File: config.mk
export PLATFORM = sky130hd
export DESIGN_NAME = booth_xc_mul
export DESIGN_NICKNAME = d
export VERILOG_FILES = /design/src/rtl/bxm_pkg.sv /design/src/rtl/bxm_recoder.sv /design/src/rtl/bxm_row.sv /design/src/rtl/bxm_sum.sv /design/src/rtl/booth_xc_mul.sv
export SDC_FILE = /design/constraint.sdc
export NUM_CORES = 1
export LEC_CHECK = 0
export BUFFER_PORTS_ARGS = -buffer_cell sky130_fd_sc_hd__buf_2
export CAP_MARGIN = 20
export CORE_MARGIN = 5
export CORE_UTILIZATION = 40
export DETAILED_ROUTE_END_ITERATION = 12
export PLACE_DENSITY_LB_ADDON = 0.12
export SLEW_MARGIN = 20
export SYNTH_ARGS = -nofsm -noshare
export SYNTH_HDL_FRONTEND = slang
export SYNTH_SLANG_ARGS = --single-unit
File: constraint.sdc
create_clock -name clk -period 3.1 [get_ports clk]
set_input_delay 0.62 -clock clk [delete_from_list [all_inputs] [get_ports clk]]
set_output_delay 0.62 -clock clk [all_outputs]
set_load 0.01 [all_outputs]
File: src/rtl/bxm_pkg.sv
package bxm_pkg;
   localparam int DIGIT_W = 4;   // signed digit, range -4..+4

   function automatic int digit_shift(int radix);
      return (radix == 8) ? 3 : 2;
   endfunction

   function automatic int group_count(int n, int radix);
      return (radix == 8) ? (n + 2) / 3 : (n + 1) / 2;
   endfunction
endpackage

File: src/rtl/bxm_recoder.sv
module bxm_recoder #(
   parameter int N     = 8,
   parameter int RADIX = 4,
   localparam int S    = bxm_pkg::digit_shift(RADIX),
   localparam int G    = bxm_pkg::group_count(N, RADIX),
   localparam int DW   = bxm_pkg::DIGIT_W
) (
   input  logic [N-1:0]    b,
   output logic [G*DW-1:0] digits
);
   // extended multiplier: sign bits on top, appended zero below bit 0
   localparam int EW = S*G + 2;
   logic [EW-1:0] ext;
   assign ext = {{(EW-1-N){b[N-1]}}, b, 1'b0};

   for (genvar j = 0; j < G; j++) begin : g_grp
      logic [S:0]           win;
      logic signed [DW-1:0] d;
      assign win = ext[S*j +: S+1];
      if (RADIX == 8) begin : g_r8
         always_comb begin
            d = -$signed({1'b0, win[3], 2'b00})
              + $signed({2'b00, win[2], 1'b0})
              + $signed({3'b000, win[1]})
              + $signed({3'b000, win[0]});
         end
      end else begin : g_r4
         always_comb begin
            d = -$signed({2'b00, win[2], 1'b0})
              + $signed({3'b000, win[1]})
              + $signed({3'b000, win[0]});
         end
      end
      assign digits[j*DW +: DW] = d;
   end
endmodule

File: src/rtl/bxm_row.sv
module bxm_row #(
   parameter int N     = 8,
   parameter int RADIX = 4,
   localparam int W    = 2*N,
   localparam int DW   = bxm_pkg::DIGIT_W
) (
   input  logic [N-1:0]  a,
   input  logic [DW-1:0] digit,
   output logic [W-1:0]  row
);
   logic [W-1:0] ax, x2, x4, sel;
   logic         neg;
   logic [2:0]   mag;

   assign ax  = {{N{a[N-1]}}, a};
   assign x2  = ax << 1;
   assign x4  = ax << 2;
   assign neg = digit[DW-1];
   assign mag = neg ? 3'(~digit[2:0] + 3'd1) : digit[2:0];

   if (RADIX == 8) begin : g_r8
      logic [W-1:0] x3;
      assign x3 = x2 + ax;           // hard multiple
      always_comb begin
         case (mag)
            3'd1:    sel = ax;
            3'd2:    sel = x2;
            3'd3:    sel = x3;
            3'd4:    sel = x4;
            default: sel = '0;
         endcase
      end
   end else begin : g_r4
      always_comb begin
         case (mag)
            3'd1:    sel = ax;
            3'd2:    sel = x2;
            default: sel = '0;
         endcase
      end
   end

   assign row = neg ? (~sel + W'(1)) : sel;
endmodule

File: src/rtl/bxm_sum.sv
module bxm_sum #(
   parameter int W = 16,
   parameter int G = 4,
   parameter int S = 2
) (
   input  logic [G*W-1:0] rows,
   output logic [W-1:0]   total
);
   // each row is already full width; align by digit weight and accumulate
   logic [W-1:0] acc [G+1];
   assign acc[0] = '0;
   for (genvar j = 0; j < G; j++) begin : g_acc
      logic [W-1:0] aligned;
      assign aligned  = rows[j*W +: W] << (S*j);
      assign acc[j+1] = acc[j] + aligned;
   end
   assign total = acc[G];
endmodule

File: src/rtl/booth_xc_mul.sv
module booth_xc_mul #(
   parameter int N       = 16,
   parameter int RADIX   = 8,
   parameter bit REG_OUT = 1'b1
) (
   input  logic           clk,
   input  logic           rst_n,
   input  logic           in_valid,
   input  logic [N-1:0]   a,
   input  logic [N-1:0]   b,
   output logic           out_valid,
   output logic [2*N-1:0] product
);
   localparam int W  = 2*N;
   localparam int S  = bxm_pkg::digit_shift(RADIX);
   localparam int G  = bxm_pkg::group_count(N, RADIX);
   localparam int DW = bxm_pkg::DIGIT_W;

   if (!(N == 4 || N == 8 || N == 16)) begin : g_bad_width
      $error("booth_xc_mul: N must be 4, 8 or 16");
   end
   if (!(RADIX == 4 || RADIX == 8)) begin : g_bad_radix
      $error("booth_xc_mul: RADIX must be 4 or 8");
   end

   logic [G*DW-1:0] digits;
   logic [G*W-1:0]  rows;
   logic [W-1:0]    sum;

   bxm_recoder #(.N(N), .RADIX(RADIX)) u_rec (
      .b      (b),
      .digits (digits)
   );

   for (genvar j = 0; j < G; j++) begin : g_row
      bxm_row #(.N(N), .RADIX(RADIX)) u_row (
         .a     (a),
         .digit (digits[j*DW +: DW]),
         .row   (rows[j*W +: W])
      );
   end

   bxm_sum #(.W(W), .G(G), .S(S)) u_sum (
      .rows  (rows),
      .total (sum)
   );

   if (REG_OUT) begin : g_reg
      always_ff @(posedge clk or negedge rst_n) begin
         if (!rst_n) begin
            out_valid <= 1'b0;
            product   <= '0;
         end else begin
            out_valid <= in_valid;
            if (in_valid) product <= sum;
         end
      end
   end else begin : g_comb
      assign out_valid = in_valid;
      assign product   = sum;
   end
endmodule

# Word-level counts from Yosys, hierarchy flattened
# Index checks and enable logic that the tools add are counted.
word_totals:
  elab_cells: 97
  register_bits: 33
  in_bits: 35
op_classes:
  add_sub_neg: 41
  mux: 18
  n_eq_ne: 24
  bitwise: 12
op_table:
  columns: ["operator", "n"]
  rows:
  - ["$add A32 B32 Y32", 5]
  - ["$pmux W32 S4", 1]
  - ["$pmux W29 S4", 1]
  - ["$pmux W26 S4", 1]
  - ["$pmux W23 S4", 1]
  - ["$pmux W20 S4", 1]
  - ["$pmux W17 S4", 1]
  - ["$add A4 B2 Y4", 11]
  - ["$eq A3 B2 Y1 const B", 12]
  - ["$add A32 B1 Y32 const B", 1]
  - ["$mux W32", 1]
  - ["$not A32 Y32", 1]
  - ["$add A29 B1 Y29 const B", 1]
  - ["$mux W29", 1]
  - ["$not A29 Y29", 1]
  - ["$add A26 B1 Y26 const B", 1]
  - ["$mux W26", 1]
  - ["$not A26 Y26", 1]
  - ["$add A4 B3 Y4", 6]
  - ["$neg A3 Y4", 6]
  - ["$add A23 B1 Y23 const B", 1]
  - ["$mux W23", 1]
  - ["$not A23 Y23", 1]
  - ["$add A20 B1 Y20 const B", 1]
  - ["other kinds (11)", 36]

# Logic depth before layout (Yosys ltp)
logic_depth:
  ltp_word: 17
  mapped_depth: 32
  mapped_depth_nobuf: 31

# Modules after synthesis
# Synthesis repeated with hierarchy kept, for this count alone.
hier_totals:
  cells_unflattened: 2360
  area_unflattened_um2: 18561.6
modules_own_cells:
  columns: ["module", "cells_per_inst", "area_per_inst_um2", "instances"]
  rows:
  - ["bxm_row at g_row[1].u_row ...", 292, 2159.6, 4]
  - ["bxm_sum", 474, 3933.8, 1]
  - ["bxm_row at g_row[0].u_row", 299, 2137.0, 1]
  - ["bxm_row at g_row[5].u_row", 298, 2029.4, 1]
  - ["booth_xc_mul", 69, 1370.1, 1]
  - ["bxm_recoder", 52, 452.9, 1]

# Worst setup path after synthesis
# No wires, ideal clock.
synth_timing:
  path_type: "input -> register"
  start: "input port b[8]"
  end: "register product[30]"
  setup_slack_ns: -5.082
  arrival_ns: 8.043
  stages: 31
  path_cell_list: "ha_1 -> inv_1 -> ha_1 -> ha_1 -> a2111oi_2 -> a21oi_2 -> clkbuf_1 -> mux2_2 -> a22oi_1 -> nand2b_1 -> ha_1 -> o21ai_0 -> or3_1 -> nor4_4 -> nor2b_1 -> a21oi_1 -> xnor2_1 -> fa_1 -> fa_1 -> inv_1 -> fa_1 -> inv_1 -> ha_1 -> a21o_1 -> a21o_1 -> a21oi_1 -> nor2b_1 -> nor4b_1 -> o31ai_1 -> o2111a_1 -> or4_1"
synth_between:
  elab_chain_len: 16
synth_lines:
  columns: ["item", "line", "rtl"]
  rows:
  - ["from (decl)", "booth_xc_mul.sv:10", "input logic [N-1:0] b,"]
  - ["$neg A3 Y4", "bxm_recoder.sv:22", "d = -$signed({1'b0, win[3], 2'b00})"]
  - ["$add A4 B3 Y4", "bxm_recoder.sv:23", "+ $signed({2'b00, win[2], 1'b0})"]
  - ["$add A4 B2 Y4", "bxm_recoder.sv:24", "+ $signed({3'b000, win[1]})"]
  - ["$add A4 B2 Y4", "bxm_recoder.sv:25", "+ $signed({3'b000, win[0]});"]
  - ["$not A3 Y3", "bxm_row.sv:19", "assign mag = neg ? 3'(~digit[2:0] + 3'd1) : digit[2:0];"]
  - ["$add A3 B1 Y3", "bxm_row.sv:19", null]
  - ["$mux W3", "bxm_row.sv:19", null]
  - ["$eq A3 B3 Y1 (tied with other cells)", "bxm_row.sv:25", "case (mag)"]
  - ["$pmux W26 S4", "bxm_row.sv:25", null]
  - ["$not A26 Y26", "bxm_row.sv:43", "assign row = neg ? (~sel + W'(1)) : sel;"]
  - ["$add A26 B1 Y26", "bxm_row.sv:43", null]
  - ["$mux W26", "bxm_row.sv:43", null]
  - ["$add A32 B32 Y32", "bxm_sum.sv:15", "assign acc[j+1] = acc[j] + aligned;"]
  - ["$add A32 B32 Y32 * (3 in series)", "bxm_sum.sv:15", null]
  - ["to (signal assigned)", "booth_xc_mul.sv:55", "if (in_valid) product <= sum;"]
  - ["to (decl)", "booth_xc_mul.sv:12", "output logic [2*N-1:0] product"]
# Mark *: on every way between the ends. The rest lies on a longest branch, timed or not.
# A chain may end at the register's enable or synchronous reset.

# Worst setup path in the final report
layout_timing:
  start: "input port a[5]"
  end: "register product[30]"
layout_between:
  elab_chain_len: 10
layout_lines:
  columns: ["item", "line", "rtl"]
  rows:
  - ["from (decl)", "booth_xc_mul.sv:9", "input logic [N-1:0] a,"]
  - ["$add A17 B16 Y18", "bxm_row.sv:23", "assign x3 = x2 + ax;"]
  - ["$pmux W32 S4 or $pmux W29 S4 (tied branches)", "bxm_row.sv:25", null]
  - ["$not A32 Y32 or $not A29 Y29 (tied branches)", "bxm_row.sv:43", null]
  - ["$add A32 B1 Y32 or $add A29 B1 Y29 (tied branches)", "bxm_row.sv:43", null]
  - ["$mux W32 or $mux W29 (tied branches)", "bxm_row.sv:43", null]
  - ["$add A32 B32 Y32 (4 in series)", "bxm_sum.sv:15", null]
  - ["$add A32 B32 Y32 *", "bxm_sum.sv:15", null]
# Marks and branches as above.

==> results.json <==
{
  "hold_viol": 0,
  "synthArstFlopShare_pct": 100.0,
  "dr.pass1.iters": 7,
  "fmax_mhz": 137.3,
  "grt_pass1_vias": 13607,
  "gp_congestion": 1.002,
  "slew_headroom_pct": 38.66,
  "grt_pass1_wl_mm": 74.18,
  "die_w_um": 182.1,
  "rows": 63,
  "syn_nets": 1752,
  "cts-root-buf": "clkbuf_16",
  "yosys-top-cells-area": "fa_1 14%, ha_1 9.9%, xnor2_1 7.2%, dfrtp_1 7.0%, a21oi_1 4.6%",
  "clock_sink_count": 33,
  "synthTopCellsByCount": "143 x inv_1, 120 x nand2_1, 112 x nor2_1",
  "clock_latency_ns": 0.29,
  "drive_gt1_share_pct": 45.97,
  "end_kind": "flip-flop",
  "crit_path_max_fanout": 6,
  "status": "finished with violations",
  "setup_ws_ns": -4.186,
  "violations": "negative setup slack",
  "synth_edf_count": 0,
  "syn_inst": 1540,
  "core_area_mm2": 0.02948,
  "cp.arrival_ns": 7.45,
  "io_buffers": 67,
  "dpl.hpwl_mm": 38.56,
  "drt_iter0_markers": 1425,
  "cts_tree": "built",
  "startpoint_type": "primary input",
  "track_usage_pct": 27.88,
  "timing.final.crit_period_ns": 7.286,
  "path_clk_slew_ns": 0.06,
  "synth.top_cell.area_share_pct": 14.02,
  "clockBufferDepth": 2,
  "antenna_found_initial": 0,
  "yosys_warnings": 0,
  "final_antenna_net_count": 0,
  "final_util_pct": 64.03,
  "fin_nets": 2332,
  "hold_path_class": "in2async",
  "antenna_cells": 0,
  "syn_area_mm2": 0.01185,
  "crit_type": "in2reg",
  "reg2reg_depth": 2,
  "finalSetupViolations": 28,
  "pin_count": 68,
  "r2r_end": "product[30]",
  "die_h_um": 182.1,
  "timing.final.crit_share_pct": 235.0,
  "synth_ff_type": "dfrtp_1",
  "cts_made_buffers": 5,
  "slew_viol_final": 0,
  "htreeDepth": 2,
  "reg2reg_slack_ns": 1.92,
  "required_ns": 3.26,
  "rsz0062_at_grt": "true",
  "cts.hold.buffers_added": 0,
  "start_util_pct": 40.20,
  "grt_max_degree": 37,
  "area_growth_pct": 59.26,
  "vias": 13959,
  "die_area_mm2": 0.03318,
  "post-route-drc-count": 0,
  "synth.most_common_cell": "inv_1",
  "vias_per_cell": 5.559,
  "synth_cell_types": 94,
  "routed_wl_mm": 48.44,
  "syn_area_per_cell_um2": 7.697,
  "r2r-start": "product[30]",
  "synth_seq_area_share_pct": 6.967,
  "wl_per_cell_um": 19.29,
  "ys_seq_elements": 33,
  "yosysTopAreaCell": "fa_1",
  "drv_cap": 0,
  "fin_skew_ns": 0,
  "grt-ovfl-total": 0,
  "worst_pin_slew_ns": 0.9201
}
==> per-stage QoR <==
step	setup slack [ns]	setup TNS (ns)	hold slack [ns]	instance area [um2]	cells
global route	-4.428	-88.31	0.4695	18880	2511
CTS	-4.064	-80.02	0.4129	18070	2483
floorplan	-4.102	-79.61	0.3244	12680	1540
finish	-4.186	-83.07	0.3891	18880	2511
global placement	-4.536	-92.32	0.4733	17070	2444
detailed placement	-4.703	-95.13	0.4740	17070	2444
==> worst max-delay path by stage <==
stage                  endpoint  depth (start not counted)  slack, ns  startpoint
finish              product[30]                         28      -4.19        a[5]
global route        product[30]                         29      -4.43        a[1]
CTS                 product[30]                         30      -4.06        a[1]
detailed placement  product[30]                         30      -4.70        a[1]
global placement    product[30]                         30      -4.54        a[1]
floorplan           product[30]                         28      -4.10        a[1]
==> layer usage <==
| layer | GRT usage (%) | vias up | share of wire (%) |
|---|---|---|---|
| li1 | - | 6679 | - |
| met1 | 38.74 | 6653 | 44 |
| met2 | 45.82 | 533 | 46 |
| met3 | 2.332 | 94 | 6.7 |
| met4 | 9.337 | 0 | 3.5 |
| met5 | 0 | - | 0 |
==> worst max-delay path, stage by stage <==
cell and delay (ns):
buf_2 0.12, buf_4 0.13, ha_1 0.39, and2_1 0.20, buf_4 0.15, a2111o_1 0.40
nand4_1 0.14, o21a_1 0.16, nand4b_1 0.13, or4_4 0.60, o41ai_4 0.37, buf_4 0.21
xor2_2 0.08, fa_1 0.49, inv_2 0.04, fa_1 0.48, fa_1 0.51, inv_1 0.05
ha_2 0.17, or3_4 0.40, nor2_4 0.13, a21boi_4 0.24, o21ai_4 0.08, nand3_1 0.09
nor4b_4 0.24, o31ai_2 0.11, o2111a_1 0.23, or4_1 0.49
==> state kept, by name, indices dropped and copies added, names as in the netlist <==
signal	cells
out_valid	1
product	32
==> repair_timing <==
action / 4_1_cts / 5_1_grt
setup buffers: 32 / 35
pin swaps: 123 / 98
setup endpoints to repair: 28 / 28
gates resized for setup: 130 / 126
gates cloned: 1 / 0
==> cells in the final DEF, fill, tap and decap left out, types with 33 or more instances in the layout <==
cell type,netlist,routed
buf_6,1,39
xor2_1,48,40
a21oi_1,108,87
o21ai_0,96,78
ha_4,0,43
buf_4,1,554
xnor2_1,97,78
ha_1,94,39
fa_1,83,78
nand3_1,60,58
dfrtp_1,33,33
inv_1,143,121
nand2_1,120,108
buf_2,9,60
nor2_1,112,101
==> logic make-up after synthesis <==
group / Yosys count / share of synthesized area, %
compound gates: 459 / 27.05
xor+xnor: 149 / 11.37
fa+ha+maj: 177 / 23.94
buf+inv: 228 / 7.410
flops: 33 / 6.967
mux: 49 / 4.571
simple gates: 445 / 18.70
==> cell type report <==
class | instances | area, um2
tap | 390 | 488.0
clock buffer | 7 | 152.6
timing repair buffer | 656 | 4936
clock inverter | 1 | 5.005
multi-input combinational | 1280 | 11920
sequential | 33 | 825.8
inverter | 144 | 546.8
fill | 2568 | 10600
Power is left out: the tool's default activity adds up to more than one toggle a clock period on the data nets, which glitch-free logic cannot reach.
